[config.mk]
export PLATFORM = sky130hd
export DESIGN_NAME = exc_entry_unit
export DESIGN_NICKNAME = d
export VERILOG_FILES = /design/src/rtl/exc_pkg.sv /design/src/rtl/exc_code_map.sv /design/src/rtl/exc_arbiter.sv /design/src/rtl/exc_vector_gen.sv /design/src/rtl/exc_priv_decode.sv /design/src/rtl/exc_entry_unit.sv
export SDC_FILE = /design/constraint.sdc
export NUM_CORES = 1
export LEC_CHECK = 0
export BUFFER_PORTS_ARGS = -buffer_cell sky130_fd_sc_hd__buf_2
export CAP_MARGIN = 0
export CORE_AREA = 4 4 241 243
export DETAILED_ROUTE_END_ITERATION = 10
export DIE_AREA = 0 0 245 247
export GPL_TIMING_DRIVEN = 0
export REMOVE_ABC_BUFFERS = 1
export SLEW_MARGIN = 25
export SYNTH_ARGS = -nofsm -noshare
export SYNTH_HDL_FRONTEND = slang
export SYNTH_HIERARCHICAL = 1
export SYNTH_SLANG_ARGS = --single-unit
[constraint.sdc]
create_clock -name clk -period 7.5 [get_ports clk]
set_input_delay 0.75 -clock clk [delete_from_list [all_inputs] [get_ports clk]]
set_output_delay 0.75 -clock clk [all_outputs]
set_load 0.005 [all_outputs]
[src/rtl/exc_pkg.sv]
package exc_pkg;
  localparam int CAUSE_W = 5;
  localparam int CODE_W  = 5;

  typedef enum logic [CAUSE_W-1:0] {
    EX_IRQ       = 5'd0,
    EX_TLB_MOD   = 5'd1,
    EX_TLB_LD    = 5'd2,
    EX_TLB_ST    = 5'd3,
    EX_ADR_LD    = 5'd4,
    EX_ADR_ST    = 5'd5,
    EX_SYSCALL   = 5'd6,
    EX_BREAK     = 5'd7,
    EX_RSVD      = 5'd8,
    EX_COP_UNUSE = 5'd9,
    EX_OVF       = 5'd10,
    EX_TRAP      = 5'd11,
    EX_CP2_EXC   = 5'd12,
    EX_CP2_TRAP  = 5'd13,
    EX_REFILL_LD = 5'd14,
    EX_REFILL_ST = 5'd15,
    EX_INV_LD    = 5'd16,
    EX_INV_ST    = 5'd17,
    EX_MCHECK    = 5'd18
  } exc_cause_e;

  typedef enum logic [1:0] {
    PRIV_KERNEL = 2'd0,
    PRIV_SUPER  = 2'd1,
    PRIV_USER   = 2'd2
  } priv_e;

  typedef struct packed {
    logic [CODE_W-1:0] code;
    logic              tlb_class;
    logic              addr_err;
    logic              refill;
    logic              cp2_trap;
  } cause_info_t;
endpackage

[src/rtl/exc_code_map.sv]
module exc_code_map
  import exc_pkg::*;
(
  input  exc_cause_e  cause,
  output cause_info_t info
);
  always_comb begin
    info = '{code: 5'h0A, tlb_class: 1'b0, addr_err: 1'b0, refill: 1'b0, cp2_trap: 1'b0};
    unique case (cause)
      EX_IRQ:       info.code = 5'h00;
      EX_TLB_MOD:   begin info.code = 5'h01; info.tlb_class = 1'b1; end
      EX_TLB_LD:    begin info.code = 5'h02; info.tlb_class = 1'b1; end
      EX_TLB_ST:    begin info.code = 5'h03; info.tlb_class = 1'b1; end
      EX_ADR_LD:    begin info.code = 5'h04; info.addr_err = 1'b1; end
      EX_ADR_ST:    begin info.code = 5'h05; info.addr_err = 1'b1; end
      EX_SYSCALL:   info.code = 5'h08;
      EX_BREAK:     info.code = 5'h09;
      EX_RSVD:      info.code = 5'h0A;
      EX_COP_UNUSE: info.code = 5'h0B;
      EX_OVF:       info.code = 5'h0C;
      EX_TRAP:      info.code = 5'h0D;
      EX_CP2_EXC:   info.code = 5'h12;
      EX_CP2_TRAP:  begin info.code = 5'h12; info.cp2_trap = 1'b1; end
      EX_REFILL_LD: begin info.code = 5'h02; info.tlb_class = 1'b1; info.refill = 1'b1; end
      EX_REFILL_ST: begin info.code = 5'h03; info.tlb_class = 1'b1; info.refill = 1'b1; end
      EX_INV_LD:    begin info.code = 5'h02; info.tlb_class = 1'b1; end
      EX_INV_ST:    begin info.code = 5'h03; info.tlb_class = 1'b1; end
      EX_MCHECK:    info.code = 5'h18;
      default:      info.code = 5'h0A;
    endcase
  end
endmodule

[src/rtl/exc_arbiter.sv]
module exc_arbiter #(
  parameter int N = 4
) (
  input  logic         clk,
  input  logic         rst,
  input  logic [N-1:0] valid,
  output logic [N-1:0] grant,
  output logic         any
);
  always_comb begin
    grant = '0;
    for (int i = N - 1; i >= 0; i--) begin
      if (valid[i]) grant = N'(1) << i;
    end
  end

  assign any = |valid;

  // at most one winner, and a request always yields one
  a_r10_single_grant: assert property (@(posedge clk) disable iff (rst)
    $onehot0(grant) && (any == (grant != '0)));
  a_r10_low_wins: assert property (@(posedge clk) disable iff (rst)
    valid[0] |-> grant[0]);
endmodule

[src/rtl/exc_vector_gen.sv]
module exc_vector_gen #(
  parameter int          XLEN      = 64,
  parameter logic [63:0] BOOT_BASE = 64'hFFFF_FFFF_BFC0_0200,
  parameter logic [63:0] NORM_BASE = 64'hFFFF_FFFF_8000_0000
) (
  input  logic            bev,
  input  logic            exl_now,
  input  logic            refill,
  input  logic            cp2_trap,
  input  logic [XLEN-1:0] base_off,
  output logic [XLEN-1:0] target
);
  localparam logic [11:0] OFF_REFILL = 12'h080;
  localparam logic [11:0] OFF_COMMON = 12'h180;
  localparam logic [11:0] OFF_CP2    = 12'h280;

  logic [11:0]     off;
  logic [XLEN-1:0] base;

  always_comb begin
    if (exl_now)       off = OFF_COMMON;
    else if (refill)   off = OFF_REFILL;
    else if (cp2_trap) off = OFF_CP2;
    else               off = OFF_COMMON;
  end

  assign base   = bev ? BOOT_BASE[XLEN-1:0] : NORM_BASE[XLEN-1:0];
  assign target = base + {{(XLEN-12){off[11]}}, off} - base_off;
endmodule

[src/rtl/exc_priv_decode.sv]
module exc_priv_decode
  import exc_pkg::*;
(
  input  logic       exl_in,
  input  logic       erl_in,
  input  logic [1:0] ksu_in,
  output priv_e      level
);
  always_comb begin
    if (exl_in || erl_in) level = PRIV_KERNEL;
    else begin
      unique case (ksu_in)
        2'b00:   level = PRIV_KERNEL;
        2'b01:   level = PRIV_SUPER;
        default: level = PRIV_USER;
      endcase
    end
  end
endmodule

[src/rtl/exc_entry_unit.sv]
module exc_entry_unit
  import exc_pkg::*;
#(
  parameter int XLEN    = 64,
  parameter int NREQ    = 3,
  parameter int VPN_LO  = 13,
  parameter int CTX_HI  = 31,
  parameter int XCTX_HI = 39
) (
  input  logic                    clk,
  input  logic                    rst,
  input  logic [NREQ-1:0]         req_valid,
  input  logic [NREQ*CAUSE_W-1:0] req_cause,
  input  logic [NREQ*XLEN-1:0]    req_addr,
  input  logic [XLEN-1:0]         pc,
  input  logic                    in_delay,
  input  logic [XLEN-1:0]         base_off,
  input  logic                    bev,
  input  logic                    erl,
  input  logic [1:0]              ksu,
  input  logic                    cu0,
  input  logic                    cp0_access,
  input  logic                    exl_clr,
  output logic                    redirect_valid,
  output logic [XLEN-1:0]         redirect_pc,
  output logic                    exl,
  output logic [XLEN-1:0]         epc,
  output logic                    bd,
  output logic [CODE_W-1:0]       exc_code,
  output logic [XLEN-1:0]         badvaddr,
  output logic [CTX_HI-VPN_LO:0]  ctx_badvpn2,
  output logic [XCTX_HI-VPN_LO:0] xctx_badvpn2,
  output logic [1:0]              xctx_r,
  output logic [XCTX_HI-VPN_LO:0] hi_vpn2,
  output logic [1:0]              hi_region,
  output logic [1:0]              priv
);
  localparam int NSLOT = NREQ + 1;
  localparam logic [XLEN-1:0] INSN_BYTES = XLEN'(4);

  logic [NSLOT-1:0] slot_valid, slot_grant;
  logic             exc_take, cp0_fault, exl_d;
  exc_cause_e       sel_cause;
  logic [XLEN-1:0]  sel_addr, target;
  cause_info_t      info;
  priv_e            priv_now, priv_next;

  exc_priv_decode u_priv_now  (.exl_in(exl),   .erl_in(erl), .ksu_in(ksu), .level(priv_now));
  exc_priv_decode u_priv_next (.exl_in(exl_d), .erl_in(erl), .ksu_in(ksu), .level(priv_next));

  assign cp0_fault  = cp0_access && (priv_now != PRIV_KERNEL) && !cu0;
  assign slot_valid = {cp0_fault, req_valid};

  exc_arbiter #(.N(NSLOT)) u_arb (
    .clk(clk), .rst(rst), .valid(slot_valid), .grant(slot_grant), .any(exc_take)
  );

  always_comb begin
    sel_cause = EX_COP_UNUSE;
    sel_addr  = '0;
    for (int i = 0; i < NREQ; i++) begin
      if (slot_grant[i]) begin
        sel_cause = exc_cause_e'(req_cause[i*CAUSE_W +: CAUSE_W]);
        sel_addr  = req_addr[i*XLEN +: XLEN];
      end
    end
  end

  exc_code_map u_map (.cause(sel_cause), .info(info));

  exc_vector_gen #(.XLEN(XLEN)) u_vec (
    .bev(bev), .exl_now(exl), .refill(info.refill), .cp2_trap(info.cp2_trap),
    .base_off(base_off), .target(target)
  );

  assign exl_d = exc_take ? 1'b1 : (exl_clr ? 1'b0 : exl);

  always_ff @(posedge clk) begin
    if (rst) begin
      redirect_valid <= 1'b0;
      redirect_pc    <= '0;
      exl            <= 1'b0;
      epc            <= '0;
      bd             <= 1'b0;
      exc_code       <= '0;
      badvaddr       <= '0;
      ctx_badvpn2    <= '0;
      xctx_badvpn2   <= '0;
      xctx_r         <= '0;
      hi_vpn2        <= '0;
      hi_region      <= '0;
      priv           <= PRIV_KERNEL;
    end else begin
      redirect_valid <= exc_take;
      exl            <= exl_d;
      priv           <= priv_next;
      if (exc_take) begin
        redirect_pc <= target;
        exc_code    <= info.code;
        if (!exl) begin
          epc <= in_delay ? (pc - INSN_BYTES) : pc;
          bd  <= in_delay;
        end
        if (info.tlb_class || info.addr_err) badvaddr <= sel_addr;
        if (info.tlb_class) begin
          ctx_badvpn2  <= sel_addr[CTX_HI:VPN_LO];
          xctx_badvpn2 <= sel_addr[XCTX_HI:VPN_LO];
          xctx_r       <= sel_addr[XLEN-1:XLEN-2];
          hi_vpn2      <= sel_addr[XCTX_HI:VPN_LO];
          hi_region    <= sel_addr[XLEN-1:XLEN-2];
        end
      end
    end
  end

  a_r1_exl_after_entry: assert property (@(posedge clk) disable iff (rst)
    exc_take |=> exl);
  a_r2_nested_keeps_epc: assert property (@(posedge clk) disable iff (rst)
    (exc_take && exl) |=> ($stable(epc) && $stable(bd)));
  a_r4_vector_low_byte: assert property (@(posedge clk) disable iff (rst)
    exc_take |=> (((redirect_pc + $past(base_off)) & XLEN'(8'hFF)) == XLEN'(8'h80)));
  a_r8_exl_is_kernel: assert property (@(posedge clk) disable iff (rst)
    exl |-> (priv == PRIV_KERNEL));
  a_r9_access_fault_code: assert property (@(posedge clk) disable iff (rst)
    (cp0_fault && req_valid == '0) |=> (exc_code == 5'h0B));
  a_r11_redirect_pulse: assert property (@(posedge clk) disable iff (rst)
    redirect_valid |-> $past(exc_take));
endmodule

Word level (Yosys, flattened, before mapping)
Cells that the tools add are included.
W data, S select, Z words.
{ "classes": {"n_addsub": 3, "n_reduce_logical": 20, "bitwise": 1, "n_eq_ne": 18, "muxes": 23} }
{ "ops": {"columns": ["op", "n"], "rows": [
  ["$mux W64", 4],
  ["$pmux W5 S13", 1],
  ["$add A64 B64 Y64", 1],
  ["$sub A64 B3 Y64 const B", 1],
  ["$sub A64 B64 Y64", 1],
  ["$eq A5 B4 Y1 const B", 7],
  ["$mux W30", 1],
  ["$mux W12", 2],
  ["$eq A5 B3 Y1 const B", 4],
  ["$eq A5 B5 Y1 const B", 3],
  ["$mux W5", 3],
  ["$eq A5 B2 Y1 const B", 2],
  ["$mux W10", 1],
  ["$mux W3", 3],
  ["$reduce_or A2 Y1", 4],
  ["$reduce_or A7 Y1", 1],
  ["$mux W1", 6],
  ["$reduce_and A2 Y1", 3],
  ["$reduce_or A3 Y1", 2],
  ["$eq A5 B1 Y1 const B", 1],
  ["$logic_not A5 Y1", 1],
  ["$pmux W2 S2", 1],
  ["$reduce_or A4 Y1", 1],
  ["$logic_or A1 B1 Y1", 3],
  ["other kinds (7)", 8]
]} }
{ "totals": {"regBits": 250, "word_cells": 76, "input_bits": 348, "out_inout_bits": 279} }

Depth between registers and ports, before layout
{ "logic_depth": {"depth_word": 13, "depth_mapped": 25, "mapped_depth_nobuf": 21} }

Cells and area by module
The synthesis kept the hierarchy.
{ "by_module_without_submodules": {"columns": ["mod", "seq_area_each_um2", "cells_each", "area_per_inst_um2", "instances"], "rows": [
  ["exc_entry_unit", 4624.4, 1362, 10826.6, 1],
  ["exc_vector_gen", 0.0, 435, 3045.4, 1],
  ["exc_code_map", 0.0, 32, 198.9, 1],
  ["exc_priv_decode", 0.0, 2, 22.5, 2],
  ["exc_arbiter", 0.0, 5, 40.0, 1]
]} }

Least setup slack after synthesis
OpenSTA, ideal clock, no wires.
{ "synth_timing": {"path_type": "input -> register", "from": "input port req_valid[0]", "to": "register redirect_pc[62]", "setup_ns": 0.128, "arrival_time_ns": 5.453, "cell_stages": 24, "path_buffers": 4, "slack_ns": 1.919, "cell_sequence": "and2b_2 clkbuf_1 nor2b_1 clkbuf_1 buf_1 a22oi_1 o21ai_0 clkbuf_1 nand2b_1 nor2_1 nor3b_1 fa_1 ha_1 a21o_1 a21oi_1 a2111oi_4 o31ai_2 a21oi_2 a21o_1 a21oi_2 o221ai_2 xor2_1 mux2i_1 nor2_1"} }
{ "synth_lines": {"columns": ["item", "line_no", "rtl"], "rows": [
  ["start, declared", "exc_entry_unit.sv:12", "input logic [NREQ-1:0] req_valid,"],
  ["end signal, assigned", "exc_entry_unit.sv:98", "redirect_pc <= target;"],
  ["end, declared", "exc_entry_unit.sv:25", "output logic [XLEN-1:0] redirect_pc,"]
]} }

==> run_results.csv <==
group,metric,value,unit
detailed_routing,wl_per_cell,18.9,um
synth,syn_area_per_cell,7.70,um2
clock_tree,cts_resized,0,
detailed_routing,routed_via_density,4.79,
clock_tree,numCtsBuffers,30,
sta,tightest_slew,938,ps
die,core_area,56000,um2
sta,finalSetupViolCount,0,
detailed_routing,detail-route-antenna-nets,0,
setup_path,critical_path_class,"in2reg",
setup_path,critPathLaunchType,"input port",
finish,finalNetCount,2756,
clock_tree,clkSlewWorstSetupHoldPaths,60,ps
power,leakage,8.96,nW
clock_tree,clock_latency,590,ps
place,pre_cts_slack,-134,ps
global_routing,grt_max_degree,107,
run,max_cap_violations,0,
sta,worst_slack,358,ps
sta,max_freq,140,MHz
sta,hold_viol_final,0,
detailed_routing,vias,15000,
clock_tree,cts_tree,"built",
sta,fin_crit_sh,95.2,%
die,fp.dieW,245,um
power,power.total,3.90,mW
setup_path,crit_path_end_kind,"flop",
finish,multi_input_area,8500,um2
global_routing,grt_use_total,18.3,%
detailed_routing,drt_pass1_iterations,5,
finish,stdcell_area,19000,um2
sta,fin_skew,28.1,ps
hold_path,hold_class,"in2reg",
finish,fillerInstances,6124,
finish,layout-drive-gt1-share,31.2,%
power,peakVddDrop,0.154,mV
clock_tree,root_buffer,"clkbuf_16",
global_routing,grt_first_pass_wirelength,86400,um
clock_tree,htree_levels,1,
place,gp_congestion,0.872,
clock_tree,ctsHoldBuffers,0,
synth,yosys_warnings,6,
setup_path,cp.arrival,7610,ps
global_routing,antenna_found_initial,20,
die,rows,87,
finish,areaGrowthSynthToFinish,34.2,%
sta,period_needed,7140,ps
detailed_routing,drt_iter0_drc,817,
outcome,status,"finished, final reports clean",
clock_tree,cts_setup_buffers,0,
sta,rsz0062_at_grt,"false",
die,start_util,25.3,%
global_routing,first_global_vias,13700,
clock_tree,numClockSinks,231,
sta,drv_slew,0,
place,numPortBuffers,626,
finish,regArea,4620,um2
synth,netlist_area,14100,um2
detailed_routing,wirelength,59500,um
synth,synth_cells,1837,
setup_path,cp_max_fo,37,
die,io_pins,627,
die,die_h,247,um
sta,max_slew_margin,37.1,%
power,powerDensity,205,nW/um2
place,dp_hpwl,47900,um
clock_tree,cts_max_path_buffers,3,
setup_path,required,7970,ps
detailed_routing,drc_errors,0,
place,placed_area,17900,um2
die,die-area,60500,um2
global_routing,overflow,0,
[stage by stage]
step                      std cells  util (%)  hold WS, ps   TNS, ps
after floorplan                1666         -          442   -734840
after global placement         3048      31.1          441  -2325550
after detailed placement       3075      32.0          443      -338
after CTS                      3130      33.9          388         0
after global routing           3138      33.9          404         0
final                          3140      33.9          421         0
[flip-flops by register name, summed over array words and instances, names as in the netlist]
| register | flops |
|---|---|
| epc | 64 |
| bd | 1 |
| ctx_badvpn2 | 18 |
| exl | 1 |
| redirect_valid | 1 |
| priv | 2 |
| exc_code | 5 |
| badvaddr | 64 |
| hi_vpn2 | 9 |
| redirect_pc | 64 |
| hi_region | 2 |
[final cells by class]
class	count	share of cell area [%]
clock inverters	11	0.738
repair buffers	653	19.0
flip-flops and latches	231	24.4
inverters	58	1.15
well taps	756	4.98
clock buffers	44	4.82
multi-input cells	1377	44.8
diodes	10	0.132
[per-layer routing]
metal / GRT usage, % / vias to the layer above / routed length [um]
met3: 4.47 / 90 / 4580
met1: 23.1 / 6871 / 25200
li1: - / 7526 / -
met4: 6.60 / 6 / 2090
met2: 30.3 / 546 / 27500
met5: 0 / - / 41
[worst max-delay path, cell delays in order]
cell       delay [ps]
buf_2             290
and2b_4           430
buf_12            260
nor2b_4           530
buf_12            270
a22oi_1            90
o21ai_1           770
nand2b_1          220
nor3_1            380
nor3b_1           290
fa_1              470
ha_1              360
a21o_1            190
a21oi_1           340
a2111oi_4         170
o31ai_2           460
a21oi_2           130
a21o_1            220
a21oi_2           330
o221ai_2          190
xor2_1            170
mux2i_1           140
nor2_1             50
[report_power, final]
| part | switching, mW | total (mW) | internal (mW) |
|---|---|---|---|
| Clock | 0.595 | 1.54 | 0.941 |
| Combinational | 0.544 | 0.960 | 0.416 |
| Sequential | 0.0629 | 1.40 | 1.34 |
[cell usage in the layout (no fill, tap or decap), drive strengths merged, types with 57 or more instances in the layout]
master  instances
a21oi         137
a22oi          66
buf           653
dfxtp         231
inv            57
mux2i          70
nand2         313
nor2          171
o21ai         100
xnor2          60
[worst paths after layout]
kind	from	end	slack, ps	cells after the start
worst max-delay path	req_valid[0]	redirect_pc[62]	360	23
worst min-delay path	pc[1]	epc[1]	420	3
worst max register to register	exl	redirect_pc[62]	3470	14
worst min register to register	badvaddr[24]	badvaddr[24]	450	2
No activity file was read; power rests on OpenSTA's default activity.
